--- src/rtl/pll_seq_pkg.sv ---
package pll_seq_pkg;

  localparam int M_W = 10;
  localparam int P_W = 6;
  localparam int S_W = 3;
  localparam int K_W = 16;
  localparam int WORD_W = 32;

  localparam int M_LSB = 12;
  localparam int P_LSB = 4;
  localparam int S_LSB = 0;
  localparam int K_LSB = 0;

  localparam int LOCK_BIT  = 31;
  localparam int LSEL_BIT  = 29;
  localparam int CLKEN_BIT = 11;
  localparam int RSTN_BIT  = 9;
  localparam int BYP_BIT   = 4;

  typedef enum logic [1:0] {
    OP_RATE = 2'd0,
    OP_UP   = 2'd1,
    OP_DOWN = 2'd2,
    OP_NOP  = 2'd3
  } op_e;

  typedef struct packed {
    logic [M_W-1:0] m;
    logic [P_W-1:0] p;
    logic [S_W-1:0] s;
    logic [K_W-1:0] k;
  } div_t;

  typedef enum logic [2:0] {
    ST_IDLE,
    ST_BYP,
    ST_DIV,
    ST_SETTLE,
    ST_REL,
    ST_LOCK
  } st_e;

endpackage

--- src/rtl/pll_seq_timer.sv ---
module pll_seq_timer #(
  parameter int CNT_W = 12
) (
  input  logic             clk_i,
  input  logic             rst_ni,
  input  logic             load_i,
  input  logic [CNT_W-1:0] val_i,
  output logic             zero_o
);

  logic [CNT_W-1:0] cnt_q;

  always_ff @(posedge clk_i or negedge rst_ni) begin
    if (!rst_ni) begin
      cnt_q <= '0;
    end else if (load_i) begin
      cnt_q <= val_i;
    end else if (cnt_q != '0) begin
      cnt_q <= cnt_q - 1'b1;
    end
  end

  assign zero_o = (cnt_q == '0);

endmodule

--- src/rtl/pll_seq_regs.sv ---
module pll_seq_regs
  import pll_seq_pkg::*;
#(
  parameter logic [M_W-1:0] RST_M = 10'd200,
  parameter logic [P_W-1:0] RST_P = 6'd3,
  parameter logic [S_W-1:0] RST_S = 3'd1,
  parameter logic [K_W-1:0] RST_K = 16'd0
) (
  input  logic              clk_i,
  input  logic              rst_ni,
  input  logic              rst_clr_i,
  input  logic              rst_set_i,
  input  logic              lsel_set_i,
  input  logic              byp_set_i,
  input  logic              byp_clr_i,
  input  logic              mp_wr_i,
  input  logic              sk_wr_i,
  input  div_t              nxt_i,
  input  logic              lock_i,
  output logic [M_W-1:0]    cur_m_o,
  output logic [P_W-1:0]    cur_p_o,
  output logic              rstn_o,
  output logic              byp_o,
  output logic [WORD_W-1:0] ctl_word_o,
  output logic [WORD_W-1:0] div_word_o,
  output logic [WORD_W-1:0] frac_word_o
);

  div_t cur_q;
  logic rstn_q, byp_q, lsel_q;

  always_ff @(posedge clk_i or negedge rst_ni) begin
    if (!rst_ni) begin
      cur_q  <= '{m: RST_M, p: RST_P, s: RST_S, k: RST_K};
      rstn_q <= 1'b0;
      byp_q  <= 1'b0;
      lsel_q <= 1'b0;
    end else begin
      if (rst_clr_i) begin
        rstn_q <= 1'b0;
      end else if (rst_set_i) begin
        rstn_q <= 1'b1;
      end
      if (byp_set_i) begin
        byp_q <= 1'b1;
      end else if (byp_clr_i) begin
        byp_q <= 1'b0;
      end
      if (lsel_set_i) begin
        lsel_q <= 1'b1;
      end
      if (mp_wr_i) begin
        cur_q.m <= nxt_i.m;
        cur_q.p <= nxt_i.p;
      end
      if (sk_wr_i) begin
        cur_q.s <= nxt_i.s;
        cur_q.k <= nxt_i.k;
      end
    end
  end

  always_comb begin
    ctl_word_o = '0;
    ctl_word_o[LOCK_BIT]  = lock_i;
    ctl_word_o[LSEL_BIT]  = lsel_q;
    ctl_word_o[CLKEN_BIT] = 1'b1;
    ctl_word_o[RSTN_BIT]  = rstn_q;
    ctl_word_o[BYP_BIT]   = byp_q;
  end

  always_comb begin
    div_word_o = '0;
    div_word_o[M_LSB +: M_W] = cur_q.m;
    div_word_o[P_LSB +: P_W] = cur_q.p;
    div_word_o[S_LSB +: S_W] = cur_q.s;
    frac_word_o = '0;
    frac_word_o[K_LSB +: K_W] = cur_q.k;
  end

  assign cur_m_o = cur_q.m;
  assign cur_p_o = cur_q.p;
  assign rstn_o  = rstn_q;
  assign byp_o   = byp_q;

endmodule

--- src/rtl/pll_seq_fsm.sv ---
module pll_seq_fsm
  import pll_seq_pkg::*;
(
  input  logic           clk_i,
  input  logic           rst_ni,
  input  logic           cmd_valid_i,
  input  logic [1:0]     cmd_op_i,
  input  div_t           cmd_div_i,
  input  logic [M_W-1:0] cur_m_i,
  input  logic [P_W-1:0] cur_p_i,
  input  logic           rstn_i,
  input  logic           lock_i,
  input  logic           tmr_zero_i,
  output logic           cmd_ready_o,
  output logic           busy_o,
  output logic           done_o,
  output logic           done_err_o,
  output logic           rst_clr_o,
  output logic           rst_set_o,
  output logic           lsel_set_o,
  output logic           byp_set_o,
  output logic           byp_clr_o,
  output logic           mp_wr_o,
  output logic           sk_wr_o,
  output logic           tmr_load_o,
  output logic           tmr_tmo_o,
  output div_t           nxt_o
);

  st_e  st_q, st_d;
  div_t held_q;
  logic done_q, err_q;
  logic fin, fin_err, accept, mp_same;

  assign mp_same = (cmd_div_i.m == cur_m_i) && (cmd_div_i.p == cur_p_i);

  always_comb begin
    st_d        = st_q;
    cmd_ready_o = (st_q == ST_IDLE) && !done_q;
    accept      = cmd_valid_i && cmd_ready_o;
    nxt_o       = (st_q == ST_IDLE) ? cmd_div_i : held_q;
    fin         = 1'b0;
    fin_err     = 1'b0;
    rst_clr_o   = 1'b0;
    rst_set_o   = 1'b0;
    lsel_set_o  = 1'b0;
    byp_set_o   = 1'b0;
    byp_clr_o   = 1'b0;
    mp_wr_o     = 1'b0;
    sk_wr_o     = 1'b0;
    tmr_load_o  = 1'b0;
    tmr_tmo_o   = 1'b0;
    case (st_q)
      ST_IDLE: begin
        if (accept) begin
          case (op_e'(cmd_op_i))
            OP_RATE: begin
              if (mp_same) begin
                sk_wr_o = 1'b1;
                fin     = 1'b1;
              end else begin
                rst_clr_o  = 1'b1;
                lsel_set_o = 1'b1;
                st_d       = ST_BYP;
              end
            end
            OP_UP: begin
              if (rstn_i) begin
                fin = 1'b1;
              end else begin
                byp_set_o = 1'b1;
                st_d      = ST_REL;
              end
            end
            OP_DOWN: begin
              rst_clr_o = 1'b1;
              fin       = 1'b1;
            end
            default: fin = 1'b1;
          endcase
        end
      end
      ST_BYP: begin
        byp_set_o = 1'b1;
        st_d      = ST_DIV;
      end
      ST_DIV: begin
        mp_wr_o    = 1'b1;
        sk_wr_o    = 1'b1;
        tmr_load_o = 1'b1;
        st_d       = ST_SETTLE;
      end
      ST_SETTLE: begin
        if (tmr_zero_i) begin
          st_d = ST_REL;
        end
      end
      ST_REL: begin
        rst_set_o  = 1'b1;
        tmr_load_o = 1'b1;
        tmr_tmo_o  = 1'b1;
        st_d       = ST_LOCK;
      end
      ST_LOCK: begin
        if (lock_i) begin
          byp_clr_o = 1'b1;
          fin       = 1'b1;
          st_d      = ST_IDLE;
        end else if (tmr_zero_i) begin
          fin     = 1'b1;
          fin_err = 1'b1;
          st_d    = ST_IDLE;
        end
      end
      default: st_d = ST_IDLE;
    endcase
  end

  always_ff @(posedge clk_i or negedge rst_ni) begin
    if (!rst_ni) begin
      st_q   <= ST_IDLE;
      held_q <= '0;
      done_q <= 1'b0;
      err_q  <= 1'b0;
    end else begin
      st_q   <= st_d;
      done_q <= fin;
      err_q  <= fin_err;
      if (accept) begin
        held_q <= cmd_div_i;
      end
    end
  end

  assign busy_o     = (st_q != ST_IDLE);
  assign done_o     = done_q;
  assign done_err_o = err_q;

endmodule

--- src/rtl/pll_reprog_seq.sv ---
module pll_reprog_seq
  import pll_seq_pkg::*;
#(
  parameter int              CLK_MHZ         = 250,
  parameter int              SETTLE_US       = 3,
  parameter int              LOCK_TIMEOUT_US = 10000,
  parameter logic [M_W-1:0]  RST_M           = 10'd200,
  parameter logic [P_W-1:0]  RST_P           = 6'd3,
  parameter logic [S_W-1:0]  RST_S           = 3'd1,
  parameter logic [K_W-1:0]  RST_K           = 16'd0
) (
  input  logic              clk_i,
  input  logic              rst_ni,
  input  logic              cmd_valid_i,
  output logic              cmd_ready_o,
  input  logic [1:0]        cmd_op_i,
  input  logic [M_W-1:0]    cmd_m_i,
  input  logic [P_W-1:0]    cmd_p_i,
  input  logic [S_W-1:0]    cmd_s_i,
  input  logic [K_W-1:0]    cmd_k_i,
  output logic              busy_o,
  output logic              done_o,
  output logic              done_err_o,
  input  logic              pll_lock_i,
  output logic              pll_rst_n_o,
  output logic              pll_bypass_o,
  output logic              pll_enabled_o,
  output logic [WORD_W-1:0] ctl_word_o,
  output logic [WORD_W-1:0] div_word_o,
  output logic [WORD_W-1:0] frac_word_o
);

  localparam int SETTLE_CYC = SETTLE_US * CLK_MHZ;
  localparam int TMO_CYC    = LOCK_TIMEOUT_US * CLK_MHZ;
  localparam int MAX_CYC    = (SETTLE_CYC > TMO_CYC) ? SETTLE_CYC : TMO_CYC;
  localparam int CNT_W      = $clog2(MAX_CYC + 1);

  div_t             cmd_div, nxt;
  logic [M_W-1:0]   cur_m;
  logic [P_W-1:0]   cur_p;
  logic             rstn, byp;
  logic             rst_clr, rst_set, lsel_set, byp_set, byp_clr, mp_wr, sk_wr;
  logic             tmr_load, tmr_tmo, tmr_zero;
  logic [CNT_W-1:0] tmr_val;

  assign cmd_div = '{m: cmd_m_i, p: cmd_p_i, s: cmd_s_i, k: cmd_k_i};
  assign tmr_val = tmr_tmo ? CNT_W'(TMO_CYC) : CNT_W'(SETTLE_CYC);

  pll_seq_fsm u_fsm (
    .clk_i       (clk_i),
    .rst_ni      (rst_ni),
    .cmd_valid_i (cmd_valid_i),
    .cmd_op_i    (cmd_op_i),
    .cmd_div_i   (cmd_div),
    .cur_m_i     (cur_m),
    .cur_p_i     (cur_p),
    .rstn_i      (rstn),
    .lock_i      (pll_lock_i),
    .tmr_zero_i  (tmr_zero),
    .cmd_ready_o (cmd_ready_o),
    .busy_o      (busy_o),
    .done_o      (done_o),
    .done_err_o  (done_err_o),
    .rst_clr_o   (rst_clr),
    .rst_set_o   (rst_set),
    .lsel_set_o  (lsel_set),
    .byp_set_o   (byp_set),
    .byp_clr_o   (byp_clr),
    .mp_wr_o     (mp_wr),
    .sk_wr_o     (sk_wr),
    .tmr_load_o  (tmr_load),
    .tmr_tmo_o   (tmr_tmo),
    .nxt_o       (nxt)
  );

  pll_seq_timer #(.CNT_W(CNT_W)) u_timer (
    .clk_i  (clk_i),
    .rst_ni (rst_ni),
    .load_i (tmr_load),
    .val_i  (tmr_val),
    .zero_o (tmr_zero)
  );

  pll_seq_regs #(
    .RST_M (RST_M),
    .RST_P (RST_P),
    .RST_S (RST_S),
    .RST_K (RST_K)
  ) u_regs (
    .clk_i       (clk_i),
    .rst_ni      (rst_ni),
    .rst_clr_i   (rst_clr),
    .rst_set_i   (rst_set),
    .lsel_set_i  (lsel_set),
    .byp_set_i   (byp_set),
    .byp_clr_i   (byp_clr),
    .mp_wr_i     (mp_wr),
    .sk_wr_i     (sk_wr),
    .nxt_i       (nxt),
    .lock_i      (pll_lock_i),
    .cur_m_o     (cur_m),
    .cur_p_o     (cur_p),
    .rstn_o      (rstn),
    .byp_o       (byp),
    .ctl_word_o  (ctl_word_o),
    .div_word_o  (div_word_o),
    .frac_word_o (frac_word_o)
  );

  assign pll_rst_n_o   = rstn;
  assign pll_bypass_o  = byp;
  assign pll_enabled_o = rstn;

endmodule

--- config.mk ---
export PLATFORM = sky130hd
export DESIGN_NAME = pll_reprog_seq
export DESIGN_NICKNAME = d
export VERILOG_FILES = /design/src/rtl/pll_seq_pkg.sv /design/src/rtl/pll_seq_timer.sv /design/src/rtl/pll_seq_regs.sv /design/src/rtl/pll_seq_fsm.sv /design/src/rtl/pll_reprog_seq.sv
export SDC_FILE = /design/constraint.sdc
export NUM_CORES = 1
export LEC_CHECK = 0
export ABC_AREA = 1
export BUFFER_PORTS_ARGS = -buffer_cell sky130_fd_sc_hd__buf_2
export CAP_MARGIN = 30
export CORE_UTILIZATION = 53
export DETAILED_ROUTE_END_ITERATION = 10
export PLACE_DENSITY = 0.8
export SYNTH_ARGS = -nofsm -noshare
export SYNTH_HDL_FRONTEND = slang
export SYNTH_SLANG_ARGS = --single-unit
--- constraint.sdc ---
create_clock -name clk_i -period 1.8 [get_ports clk_i]
set_input_delay 0 -clock clk_i [delete_from_list [all_inputs] [get_ports clk_i]]
set_output_delay 0 -clock clk_i [all_outputs]
set_load 0.01 [all_outputs]
**Word-level counts from Yosys, hierarchy flattened**

Index checks and enable logic that the tools add are counted.

- Output and inout port bits: 103
- Input port bits: 41
- Register bits after elaboration: 100
- Word-level logic and storage cells: 89

- Mux-type cells: 44
- Add/subtract/negate cells: 1
- Equal/unequal tests: 15
- Reduce and logical (&&, ||, !) cells: 14

Operators by type and width:

| kind | count |
|---|---|
| 2-to-1 mux 22 bit | 3 |
| 2-to-1 mux 35 bit | 1 |
| 2-to-1 mux 1 bit | 27 |
| zero test 22 bit | 1 |
| nonzero test 22 bit | 1 |
| subtractor 22 x 1 -> 22 bit (second input constant) | 1 |
| 2-to-1 mux 3 bit | 6 |
| one-hot mux 3 bit (6 select lines) | 1 |
| != test 3 bit (second input constant) | 4 |
| == test 10 bit | 1 |
| one-hot mux 1 bit (2 select lines) | 5 |
| == test 3 x 2 -> 1 bit (second input constant) | 2 |
| == test 3 bit (second input constant) | 2 |
| == test 6 bit | 1 |
| one-hot mux 3 bit (2 select lines) | 1 |
| AND reduction 6 bit | 1 |
| nonzero test 2 bit | 3 |
| == test 3 x 1 -> 1 bit (second input constant) | 1 |
| logical AND 1 bit | 3 |
| zero test 3 bit | 1 |
| nonzero test 3 bit | 1 |
| == test 2 x 1 -> 1 bit (second input constant) | 1 |
| == test 2 bit (second input constant) | 1 |
| zero test 2 bit | 1 |
| 4 further kinds | 4 |

**Longest topological paths before layout**

Gate-level depths: netlist of the first run.

- Word-level depth: 7
- Mapped depth: 11
- Mapped depth without buffers: 11

**Cells and area by module**

Synthesis of the first run repeated with hierarchy kept, for this count alone.

- Cell total of the unflattened synthesis: 817
- Area total of the unflattened synthesis: 5915.7 um2

By module, submodules not included:

| module | cells each | instances | area each (um2) | seq. area each (um2) |
|---|---|---|---|---|
| pll_seq_fsm | 361 | 1 | 2371.0 | 1001.0 |
| pll_seq_regs | 237 | 1 | 2082.0 | 958.4 |
| pll_seq_timer | 215 | 1 | 1443.9 | 550.5 |
| pll_reprog_seq | 4 | 1 | 18.8 | 0.0 |

**Worst setup path after synthesis of the first run**

No wires, ideal clock.

- Kind: flip-flop to flip-flop
- Start: register u_fsm.st_q[0]
- End: register u_regs.cur_q, in the netlist u_regs.frac_word_o[10]
- Cell stages (with the launch flop): 9
- Period minus slack after synthesis: 1651 ps
- Library setup time: 117 ps
- Data arrival time: 1534 ps
- Setup slack: 149 ps
- Required time: 1683 ps
- Buffers on the path: 2
- Path through: dfrtp_1 > nor2_4 > nand2_2 > nor3b_4 > nand4_1 > buf_2 > buf_6 > nand3_1 > nand2_1

- Cells in the longest elaborated chain, start to end: 5
- Elaborated cells between the ends (all ways): 7
- Those cells by class: eq/ne (1); mux (3); reduce/logical (3)

Ends and longest elaborated chain:

| item | line | source |
|---|---|---|
| from (decl) | pll_seq_fsm.sv:30 | `st_e st_q, st_d;` |
| from (signal assigned) | pll_seq_fsm.sv:126 | `st_q <= st_d;` |
| zero test 3 bit | pll_seq_fsm.sv:39, pll_seq_fsm.sv:41, pll_seq_fsm.sv:53 |  |
| logical AND 1 bit | pll_seq_fsm.sv:39 | `cmd_ready_o = (st_q == ST_IDLE) && !done_q;` |
| logical AND 1 bit | pll_seq_fsm.sv:40 | `accept = cmd_valid_i && cmd_ready_o;` |
| 2-to-1 mux 1 bit | pll_seq_fsm.sv:55 | `if (accept) begin` |
| one-hot mux 1 bit (2 select lines) | pll_seq_fsm.sv:53 | `case (st_q)` |
| to (signal assigned) | pll_seq_regs.sv:34 | `cur_q <= '{m: RST_M, p: RST_P, s: RST_S, k: RST_K};` |
| to (decl) | pll_seq_regs.sv:29 | `div_t cur_q;` |

Parallel ways exist; a longest one is shown, timed or not.
A chain may end at the register's enable or synchronous reset.

**Worst setup path after layout of the first run**

- Start: register u_fsm.st_q[0]
- End: register u_regs.cur_q, in the netlist u_regs.frac_word_o[0]

The elaborated chain is that of the path after synthesis.

==> results of run 1 <==
==> worst max-delay path: cells and delay by family, from the launching register on <==
kind / cells / cell delay [ns]
and+or+nand+nor: 7 / 1.18
DFF: 1 / 0.47
==> how the worst max path moves through the flow <==
| stage | slack (ns) | endpoint | start | depth (start not counted) |
|---|---|---|---|---|
| after floorplan | 0.15 | u_regs.frac_word_o[10] | u_fsm.st_q[0] | 8 |
| after global placement | 0.17 | u_timer.cnt_q[21] | u_timer.cnt_q[0] | 7 |
| after detailed placement | 0.09 | u_regs.frac_word_o[0] | u_fsm.st_q[0] | 7 |
| after CTS | 0.06 | u_regs.frac_word_o[10] | u_fsm.st_q[0] | 7 |
| after global routing | -0.01 | u_regs.div_word_o[0] | u_fsm.st_q[0] | 7 |
| final | 0.09 | u_regs.frac_word_o[0] | u_fsm.st_q[0] | 7 |
==> per-stage QoR <==
stage / utilization [%] / TNS [ns] / cells
floorplan: - / 0 / 740
global placement: 58.9 / 0 / 895
detailed placement: 58.9 / 0 / 895
CTS: 65.1 / 0 / 950
global route: 65.4 / -0.0167 / 950
finish: 65.4 / 0 / 950
==> flip-flops by register name, summed over array words and instances (netlist names) <==
signal              flops
u_fsm.done_err_o        1
u_fsm.done_o            1
u_fsm.held_q           35
u_fsm.st_q              3
u_regs.byp_o            1
u_regs.cur_m_o         10
u_regs.cur_p_o          6
u_regs.div_word_o       3
u_regs.frac_word_o     16
u_regs.lsel_q           1
u_regs.rstn_o           1
u_timer.cnt_q          22
==> cell usage after synthesis <==
library cell | instances | area [µm²]
sky130_fd_sc_hd__inv_1 | 70 | 263
sky130_fd_sc_hd__nor2_2 | 1 | 6.26
sky130_fd_sc_hd__a31oi_1 | 2 | 12.5
sky130_fd_sc_hd__nor2_4 | 1 | 11.3
sky130_fd_sc_hd__o21ai_1 | 4 | 20.0
sky130_fd_sc_hd__or2_2 | 3 | 18.8
sky130_fd_sc_hd__clkbuf_1 | 13 | 48.8
sky130_fd_sc_hd__o211ai_1 | 3 | 22.5
sky130_fd_sc_hd__inv_2 | 1 | 3.75
sky130_fd_sc_hd__o31ai_1 | 2 | 15.0
sky130_fd_sc_hd__a21oi_1 | 8 | 40.0
sky130_fd_sc_hd__buf_1 | 3 | 11.3
sky130_fd_sc_hd__o21ai_0 | 68 | 340
sky130_fd_sc_hd__xnor2_1 | 7 | 61.3
sky130_fd_sc_hd__ha_1 | 2 | 25.0
sky130_fd_sc_hd__buf_4 | 63 | 473
sky130_fd_sc_hd__o21bai_1 | 1 | 7.51
sky130_fd_sc_hd__buf_6 | 1 | 11.3
sky130_fd_sc_hd__conb_1 | 2 | 7.51
sky130_fd_sc_hd__nor3_1 | 16 | 80.1
sky130_fd_sc_hd__xor2_1 | 14 | 123
sky130_fd_sc_hd__dfstp_2 | 6 | 158
sky130_fd_sc_hd__dfrtp_1 | 94 | 2350
sky130_fd_sc_hd__nor3b_4 | 1 | 18.8
sky130_fd_sc_hd__nand2_2 | 2 | 12.5
sky130_fd_sc_hd__nand3_1 | 38 | 190
sky130_fd_sc_hd__buf_2 | 4 | 20.0
sky130_fd_sc_hd__nand2_1 | 200 | 751
sky130_fd_sc_hd__nand4_1 | 4 | 25.0
sky130_fd_sc_hd__nor2_1 | 51 | 191
==> cells in the final DEF (no fill, tap or decap), types with 3 or more instances in the layout <==
master,n
sky130_fd_sc_hd__xnor2_1,7
sky130_fd_sc_hd__o21ai_1,4
sky130_fd_sc_hd__dfstp_2,6
sky130_fd_sc_hd__inv_6,3
sky130_fd_sc_hd__dlygate4sd3_1,39
sky130_fd_sc_hd__buf_2,85
sky130_fd_sc_hd__a21oi_1,8
sky130_fd_sc_hd__buf_4,19
sky130_fd_sc_hd__conb_1,57
sky130_fd_sc_hd__o21ai_0,68
sky130_fd_sc_hd__inv_1,69
sky130_fd_sc_hd__dfrtp_1,93
sky130_fd_sc_hd__nor2_1,48
sky130_fd_sc_hd__nand3_1,37
sky130_fd_sc_hd__nor3_1,15
sky130_fd_sc_hd__nand2_1,199
sky130_fd_sc_hd__nor2_2,4
sky130_fd_sc_hd__o211ai_1,3
sky130_fd_sc_hd__or2_2,3
sky130_fd_sc_hd__xor2_1,14
sky130_fd_sc_hd__nand4_1,4
sky130_fd_sc_hd__clkbuf_8,9
==> what timing repair did <==
item,4_1_cts,5_1_grt
endpoints found under the hold margin,130,0
gates resized for setup,0,9
endpoints found under the setup margin,0,26
hold buffers,39,0
==> area by class of cell <==
class / count / share of cell area [%]
repair buffers: 145 / 15.6
multi-input cells: 485 / 34.8
clock buffers: 9 / 1.95
well taps: 133 / 2.62
inverters: 71 / 4.19
flip-flops and latches: 100 / 39.5
clock inverters: 7 / 1.44
==> where the power goes <==
group	switching, mW	internal (mW)	leakage [nW]
clock network	0.870	0.678	0.106
registers	0.660	3.21	1.24
logic	2.49	1.51	2.10
==> cells by family after synthesis <==
| group | share of synthesized area, % |
|---|---|
| AOI/OAI and AO/OA | 8.61 |
| buffers and inverters | 15.6 |
| adders and majority gates | 0.470 |
| xor gates and xnor gates | 3.46 |
| DFF | 47.2 |
| and+or+nand+nor | 24.5 |
| other | 0.141 |
==> routing by layer <==
metal	track usage, %	vias up	wire (µm)
met5	0	-	0
met2	42.4	174	6080
met3	6.91	31	689
li1	-	2272	-
met4	8.02	0	263
met1	31.6	2176	5230
==> results list, run 1 <==
* Antenna fix cells: 0
- The clock reaches the later pin of the worst-skew pair after 0.39 ns.
- Max-cap violations in this run came to 0.
* Half-perimeter wire length after placement: 8.45 mm
- Kind of path behind the tightest hold check: input pin to flip-flop
* Post-detailed-placement cell area: 5730 µm²
* Number of standard cells after synthesis: 685
- The total area inside the core boundary comes to 9730 µm².
- WS Path Type: flip-flop to flip-flop
- For this design the top-level I/O count stands at 144.
* Cell count of the worst hold path: 4
- The first global-routing pass estimated 20.1 mm of wire.
- Layout Nets: 855
* Via/cell ratio: 4.90
- In this design, the critical path's most frequently occurring cell is sky130_fd_sc_hd__nand2_2.
- Number of port buffers: 86
- In the routed design, unresolved DRC markers number 0.
- In this run the post-CTS setup repair buffer count came out at 0.
- Power comes to 9.42 mW.
* Critical-path cell list: nor2_4, nand2_2, nor3b_4, nand4_1, nand2_4, nand2_2, nand2_1
* Clock tree from TritonCTS: yes
- Summing all flip-flop and latch instances after layout gives 2510 µm².
- CTS Buf Count: 9
- In the global route stage, overall resource usage came out at 25.2%.
- After synthesis, flip-flops and latches occupy 47.2% of the total area.
- Clk root buf: sky130_fd_sc_hd__clkbuf_8
* Number of warning messages in the yosys log: 0
* Synth Register Bits: 100
- In this run the vertical extent of the chip is 102 µm.
- Final worst clock skew: 0.0131 ns
- Row count: 36
- Master of the slowest instance on the critical path: sky130_fd_sc_hd__dfrtp_2
- Minimum setup slack in the final design: 0.0874 ns
- Final Setup Violations: 0
- Relative to the synthesized area, the layout overhead comes to 19.5%.
- In this run the worst path has a maximum fanout of 19.
- Summed over all cells, the static leakage comes to 3.44 nW.
- The H-tree was split into 3 levels.
- Number of hold-slack violations in the final timing report: 0
- For hold timing, the worst endpoint is u_fsm.done_o.
- First-pass detailed-route iteration total: 5
* Avg Cell Area, Syn: 7.77 µm²
- Setup repair after global routing could not meet its margin everywhere.
- The number of global-route vias before repair was 4398.
* Reg2reg setup slack: 0.09 ns
- WP data required: 2.13 ns
- Startpoint kind of the worst setup timing path: flip-flop
* Initial antenna violation count: 0
* Worst setup slack before clock tree synthesis: 0.0899 ns
- Start of the worst register-to-register path: u_fsm.st_q[0]
- The initial utilization of the core area, before any placement, comes to 54.7%.
- After global routing the overflow that remains totals 0.
* GP Congestion: 0.858
* Count of routing violations after the opening detailed-route iteration: 244
- Worst endpoint data arrival time: 2.04 ns
- Summing all multi-input logic gate instances after layout gives 2210 µm².
- Share of layout cells above drive strength 1: 17.7%
* Number of sinks driven by the clock tree: 100
- Per-cell routed wire length: 12.9 µm
* Syn Std Cell Area: 5320 µm²
- Capture point of the worst reg-to-reg path: u_regs.frac_word_o[0]
- Finished layout cell area: 6360 µm²
* Worst min-delay path startpoint: cmd_valid_i
* Post-route minimum period: 1.71 ns
- Crit share post-route: 95.1%
- Maximum achievable frequency: 584 MHz
- Worst supply voltage drop on vdd: 0.884 mV
- In this run the power density over the cells is 1480 nW/µm².
- Outcome: complete, no violations
* Post-synth cell types: 30
- Hold timing on the final database bottoms out at a slack of 0.0510 ns.
- The final route contains 4653 vias.
* Horizontal extent of the die: 102 µm
- Summed over all layers, the routed wires come to 12.3 mm.
- On the worst path, the slowest cell contributes a delay of 0.47 ns.
- The longest clock path from root to sink contains 2 buffers.
- Overall die area: 10400 µm²
* Reg clk slew, reported paths: 0.11 ns
- Largest net degree at the start of global routing: 44
- Kind of end point of the critical path: flip-flop
- Count of fill cells added during filler insertion: 804
- Final Max Slew Viols: 0
* Number of cells on the worst reg-to-reg path: 7
- Post-route ant nets: 0
(Power assumes the default switching activity.)
==> run 2: changes to the inputs <==
- ABC_CLOCK_PERIOD_IN_PS: not set -> 1800
- CORE_ASPECT_RATIO: not set -> 0.9
- CORE_MARGIN: not set -> 2
==> run 2 against run 1 <==
Compared with the run above: setup slack better by 0.013 ns; global-route usage shrank 0.52 points; clock skew shrank 0.0020 ns; sequential power about the same; fmax is 0.78% higher; clock power shrank 9%.
==> results list, run 2 (synthesis gave the netlist of run 1 again) <==
- Outcome: complete, no violations
- The global placer's final weighted congestion is 0.961 (+12%).
- First-pass detailed-route iteration total: 5 (unchanged)
- Drt drc: 0 (unchanged)
- The post-route minimum period came to 1.70 ns (-0.0132 ns).
- Final worst clock skew: 0.0111 ns (-0.00201 ns)
- Start of the worst register-to-register path: u_fsm.st_q[0]
- Reg2reg setup slack: 0.10 ns (about the same)
* Kind of path behind the tightest hold check: input pin to flip-flop
* Cell count of the worst hold path: 4 (unchanged)
- Maximum achievable frequency: 588 MHz (+0.78%)
* Crit share post-route: 94.4% (-0.73 points)
- Clock tree from TritonCTS: yes
- The count of input and output buffers was 86 (unchanged).
- The switching component of the power came to 3.98 mW (-0.85%).
- Power Density: 1460 nW/µm² (-1.2%)
- Layout Nets: 861 (+0.70%)
* Master of the slowest instance on the critical path: sky130_fd_sc_hd__dfrtp_1
* Initial antenna violation count: 0 (unchanged)
- Final global-route overflow total: 0 (unchanged)
* Starting utilization of the core area: 54.9% (+0.17 points)
* Startpoint kind of the worst setup timing path: flip-flop
* Worst min-delay path startpoint: cmd_valid_i
- For hold timing, the worst endpoint is u_fsm.held_q[20].
* Critical-path cell list: nor2_4, nand2_2, nor3b_4, nand4_1, buf_6, buf_8, nand3_1, nand2_1
* Per-cell routed wire length: 13.6 µm (+5.2%)
- Clk root buf: sky130_fd_sc_hd__clkbuf_8
* Commonest cells after routing, fill and taps aside: sky130_fd_sc_hd__nand2_1 (200), sky130_fd_sc_hd__dfrtp_1 (94), sky130_fd_sc_hd__buf_2 (85)
- Via/cell ratio: 5.01 (+2.2%)
- The largest buffer count on any clock path is 2 (unchanged).
* Leakage power total: 3.47 nW (+1.0%)
* WS Path Type: flip-flop to flip-flop
- The register with the most flip-flops in the final layout is u_fsm.held_q.
* Number of sinks driven by the clock tree: 100 (unchanged)
- The design internal power came to 5.37 mW (-0.58%).
- Total number of vias: 4752 (+2.1%)
- The sum of net half-perimeters after detailed placement was 8.98 mm (+6.3%).
* Count of routing violations after the opening detailed-route iteration: 321 (+32%)
- The number of flip-flops under the largest register name was 35 (unchanged).
* Worst slew margin: 63.9%
* Worst endpoint data arrival time: 1.95 ns (-0.09 ns)
- Final standard cell utilization of the core: 65.9% (+0.52 points)
* Share of total power consumed by net switching: 42.6% (-0.065 points)
- Total GRT Usage: 24.6% (-0.52 points)
- Setup_tns: 0 ns (unchanged)
* Final Setup Violations: 0 (unchanged)
- Layout-stage area growth over the synthesis result: 20.1%
- STA classifies the critical path endpoint as a flip-flop.
- The combinational group share of total power came to 43.5% (+1.1 points).
* Deepest level of the CTS H-tree: 3 (unchanged)
- The depth of the worst register-to-register path was 8 (+1).
- The clock group share of total power was 15.1% (-1.3 points).
* Reg clk slew, reported paths: 0.09 ns (-0.02 ns)
* Final Max Slew Viols: 0 (unchanged)
- Horizontal extent of the die: 110 µm (+7.3%)
- Overall die area: 10900 µm² (+4.0%)
- The maximum vdd drop is 1.09 mV (+23%).
- The final number of hold-violating endpoints is 0 (unchanged).
- Routed WL: 12.9 mm (+5.1%)
- The die boundary height is 99.0 µm (-3.1%).
- The highest fanout seen on the critical path is 19 (unchanged).
- Row count: 34 (-5.6%)
- Most common library cell in the layout ignoring fill and taps: sky130_fd_sc_hd__nand2_1
* Capture point of the worst reg-to-reg path: u_regs.frac_word_o[8]
- The longest individual stage delay on the worst path is 0.46 ns (about the same).
- CTS Buf Count: 9 (unchanged)
- The largest net degree at the start of global routing is 44 (unchanged).
- The clock insertion delay at the later pin of the skew report is 0.36 ns (-0.03 ns).
* Via count of the first global-routing pass: 4663 (+6.0%)
- Wire length of the first global-routing pass: 21.2 mm (+5.8%)
- The sequential share of power was 41.4% (+0.3 points).
- Transition at the pin with the smallest max-transition slack: 0.541 ns
* I/O pin cnt: 144 (unchanged)
- The number of maximum-capacitance violations came to 0 (unchanged).
- Antenna fix cells: 0 (unchanged)
* WP data required: 2.05 ns (-0.08 ns)
- Share of layout cells above drive strength 1: 18.0% (+0.24 points)
- Worst hold slack: 0.0345 ns (-0.0165 ns)
- Placeable core area: 9700 µm² (-0.31%)
- The remaining antenna violation count is 0 (unchanged).
==> run 2: cell types whose count changed in the layout (fill, tap and decap cells not counted), sizes merged <==
| cell | previous run | this run |
|---|---|---|
| buf | 106 | 111 |
| bufinv | 1 | 0 |
| clkbuf | 9 | 12 |
| clkinv | 1 | 2 |
| inv | 75 | 72 |
| nand2 | 202 | 203 |
==> run 2: worst max path at each step <==
stage                                 from                endpoint  slack (ns)  cells after the start
final                        u_fsm.st_q[0]   u_regs.frac_word_o[8]        0.10                      8
after global routing      u_timer.cnt_q[9]        u_timer.cnt_q[0]       -0.04                      7
after CTS                    u_fsm.st_q[0]   u_regs.frac_word_o[0]        0.08                      7
after detailed placement     u_fsm.st_q[0]   u_regs.frac_word_o[0]        0.09                      7
after global placement    u_timer.cnt_q[2]       u_timer.cnt_q[21]        0.15                      7
after floorplan              u_fsm.st_q[0]  u_regs.frac_word_o[10]        0.15                      8
==> run 2: metrics by stage <==
step                cell area, µm²  power, mW  setup slack, ns  cells
global placement              5760       7.59            0.155    892
finish                        6390       9.35            0.101    949
CTS                           6350       9.30           0.0795    947
floorplan                     5530       6.56            0.149    740
detailed placement            5760       7.82           0.0857    892
global route                  6390       10.1          -0.0361    949
==> run 2: worst max-delay path: cells and delay by family (launching register included) <==
family	cells	cell delay, ns
and+or+nand+nor	6	0.81
buffers and inverters	2	0.31
DFF	1	0.46
==> run 2: power by group through the flow <==
stage / combinational [mW] / clock, mW / sequential, mW
after global routing: 4.63 / 1.52 / 3.98
after floorplan: 2.65 / 0 / 3.91
final: 4.07 / 1.41 / 3.87
after global placement: 3.75 / 0 / 3.83
after CTS: 4.02 / 1.43 / 3.85
after detailed placement: 3.94 / 0 / 3.88
==> run 2: final cells by class <==
class | instances | area, µm²
sequential | 100 | 2510
fill | 776 | 3310
tap | 126 | 158
clock buffer | 12 | 165
clock inverter | 4 | 30.0
timing repair buffer | 150 | 1050
multi-input combinational | 486 | 2210
inverter | 71 | 267
==> run 2: metal layers <==
| layer | up-vias | GRT usage [%] | share of wire, % |
|---|---|---|---|
| met4 | 0 | 7.89 | 2.1 |
| li1 | 2283 | - | - |
| met5 | - | 0 | 0 |
| met1 | 2231 | 32.4 | 41 |
| met2 | 210 | 40.9 | 50 |
| met3 | 28 | 5.09 | 6.8 |
==> run 2: timing repair <==
action                                  CTS  global route
buffers inserted                          0             1
hold buffers                             39             0
endpoints found under the setup margin    0            24
resized for setup                         0             8
hold endpoints to repair                 79             0
==> run 3: changes to the inputs <==
- CELL_PAD_IN_SITES_DETAIL_PLACEMENT: not set -> 1
- CELL_PAD_IN_SITES_GLOBAL_PLACEMENT: not set -> 1
- CORE_UTILIZATION: 53 -> 38
==> run 3 against run 2 <==
Compared with the run above: cell area increased by 2.7%; combinational power increased by 4%; worst hold slack got worse by 0.023 ns; routed wire length rose by 18%; sequential share of layout area is 1.0 points lower; die area grew 38%; sequential power up 1%; total power grew 8.9%; clock power rose by 45%; global-route usage down 3.4 points; fmax grew 0.88%; non-clock buffer count decreased by 4.
==> results list, run 3 (synthesis gave the netlist of run 1 again) <==
- Outcome: complete, no violations
* Count of routing violations after the opening detailed-route iteration: 155 (-52%)
- WP data required: 2.05 ns (about the same)
* Worst endpoint data arrival time: 1.93 ns (-0.02 ns)
- The highest fanout seen on the critical path is 19 (unchanged).
* Drt drc: 0 (unchanged)
- The global placer's final weighted congestion came to 0.880 (-8.4%).
- Share of layout cells above drive strength 1: 18.2% (+0.21 points)
* Horizontal extent of the die: 129 µm (+17%)
* Post-route minimum period: 1.68 ns (-0.0149 ns)
- Clk root buf: sky130_fd_sc_hd__clkbuf_16
- Bufs on Longest Clock Path: 2 (unchanged)
* Post-layout total power: 10.2 mW (+8.9%)
- The number of global-route vias before repair came to 5109 (+9.6%).
* Layout-stage area growth over the synthesis result: 23.4%
* Worst supply voltage drop on vdd: 0.788 mV (-27%)
- The initial core utilization was 38.4% (-16 points).
- WS Path Type: flip-flop to flip-flop
- The number of nets at the end of the flow came to 857 (-0.46%).
- The max-slew violation count is 0 (unchanged).
- Worst hold slack: 0.0112 ns (-0.0232 ns)
- In this design, the critical path's most frequently occurring cell is sky130_fd_sc_hd__nand2_1.
- The count of TritonRoute iterations in the first routing pass is 4 (-1).
- Maximum Capacitance Violations: 0 (unchanged)
- The clock net sink count is 100 (unchanged).
- Crit share post-route: 93.6% (-0.83 points)
* Power Density: 1550 nW/µm² (+6.0%)
* Row count: 41 (+21%)
* Peak per-stage delay on the critical path: 0.54 ns (+0.08 ns)
* Total GRT Usage: 21.3% (-3.4 points)
- Overall die area: 15000 µm² (+38%)
- The via density per instance is 4.81 (-4.0%).
- The largest net degree at the start of global routing came to 48 (+9.1%).
* Master of the slowest instance on the critical path: sky130_fd_sc_hd__dfstp_2
- Post-route ant nets: 0 (unchanged)
- Commonest cells after routing, fill and taps aside: sky130_fd_sc_hd__nand2_1 (200), sky130_fd_sc_hd__dfrtp_1 (94), sky130_fd_sc_hd__buf_2 (85)
- The static power due to leakage came to 3.51 nW (+1.2%).
- Startpoint kind of the worst setup timing path: flip-flop
- Number of port buffers: 86 (unchanged)
* CTS Buf Count: 9 (unchanged)
- Clock tree from TritonCTS: yes
- Count of fill cells added during filler insertion: 1742 (+120%)
- The first-pass GRT wire length was 25.0 mm (+18%).
- The critical path goes through inv_1, nand2_1, nand2_1, nor2_1, nand2_1, nor2_2, nand4_1, buf_4, buf_8, nand3_1, nand2_1.
- I/O pin cnt: 144 (unchanged)
* Die Y: 116 µm (+17%)
* Number of hold-slack violations in the final timing report: 0 (unchanged)
- The leftover overflow at the end of global routing was 0 (unchanged).
- The sum of net half-perimeters after detailed placement came to 10.8 mm (+20%).
- Final Setup Violations: 0 (unchanged)
- Final worst clock skew: 0.0103 ns (-0.000754 ns)
- Setup repair after global routing could not meet its margin everywhere.
- The min-delay analysis places its worst path in the category input pin to flip-flop.
* Total number of vias: 4762 (+0.21%)
- Routed WL: 15.2 mm (+18%)
* Reg clk slew, reported paths: 0.07 ns (-0.02 ns)
- Antenna fix cells: 0 (unchanged)
* Clock latency at the later pin of the worst-skew pair: 0.35 ns (about the same)
- Leaving out fill and tap cells, the most frequent cell in the layout is sky130_fd_sc_hd__nand2_1.
* Final standard cell utilization of the core: 47.4% (-18 points)
* Placeable core area: 13900 µm² (+43%)
* Kind of end point of the critical path: flip-flop
- The timing-limited maximum frequency is 594 MHz (+0.88%).
* Flip-flop count of the largest register, all copies and words added: 35 (unchanged)
- Per-cell routed wire length: 15.4 µm (+13%)
- Initial antenna violation count: 1 (+1)
- Register name with the most flops: u_fsm.held_q
- Deepest level of the CTS H-tree: 3 (unchanged)
## run 3: cell types whose count changed in the layout (fill, tap and decap cells not counted), moves of 2 or more
cell                        previous run  this run
sky130_fd_sc_hd__buf_4                22        19
sky130_fd_sc_hd__nor3_1               15        13
sky130_fd_sc_hd__nor2_4                1         3
sky130_fd_sc_hd__clkbuf_16             0         9
sky130_fd_sc_hd__nor3_2                1         3
sky130_fd_sc_hd__clkbuf_8             12         2
## run 3: worst max-delay path, delay by kind of cell (launching register included)
family                 cells  cell delay [ns]
and+or+nand+nor            8             0.67
DFF                        1             0.54
buffers and inverters      3             0.38
## run 3: area by class of cell
| type | instances | area, µm² | share of cell area, % |
|---|---|---|---|
| clock buffer | 12 | 256 | 3.91 |
| clock inverter | 4 | 55.1 | 0.838 |
| inverter | 71 | 267 | 4.06 |
| multi-input combinational | 486 | 2240 | 34.1 |
| sequential | 100 | 2510 | 38.2 |
| tap | 172 | 215 | 3.28 |
| timing repair buffer | 146 | 1020 | 15.6 |
## run 3: through the flow
step           cell area, µm²  instances  setup WS [ns]  setup TNS [ns]
6_report                 6570        991          0.115               0
5_1_grt                  6570        991        -0.0406          -0.128
4_1_cts                  6510        989         0.0216               0
3_5_place_dp             5810        935        -0.0405         -0.0405
3_3_place_gp             5810        935          0.118               0
2_1_floorplan            5530        740          0.149               0
## run 3: final timing paths
kind	endpoint	from	slack, ns	cells past startpoint
min	u_regs.rstn_o	cmd_op_i[0]	0.01	3
min reg2reg	u_fsm.held_q[21]	u_fsm.held_q[21]	0.49	2
min in group asynchronous	u_timer.cnt_q[3]	rst_ni	0.17	2
max	u_regs.frac_word_o[4]	u_regs.cur_p_o[0]	0.12	11
max reg2reg	u_regs.frac_word_o[4]	u_regs.cur_p_o[0]	0.12	11
max in group asynchronous	u_regs.cur_m_o[3]	rst_ni	0.93	3
## run 3: where the power goes
group	switching [mW]	total (mW)	internal, mW
registers	0.695	3.91	3.22
clock network	0.868	2.04	1.17
logic	2.68	4.24	1.56
## run 3: layer usage
metal,vias to the layer above,wire length [µm],global-route usage (%)
met2,114,7760,38.1
met4,2,301,7.03
met1,2338,6440,25.3
li1,2280,-,-
met5,-,13,0
met3,28,723,5.08
## run 3: repair_timing
item                                    4_1_cts  5_1_grt
endpoints found under the setup margin        5       32
cloned                                        0        1
hold endpoints to repair                     73        0
hold buffers                                 38        0
setup buffers                                 0        1
pin swaps                                     0        2
gates resized for setup                       2       13
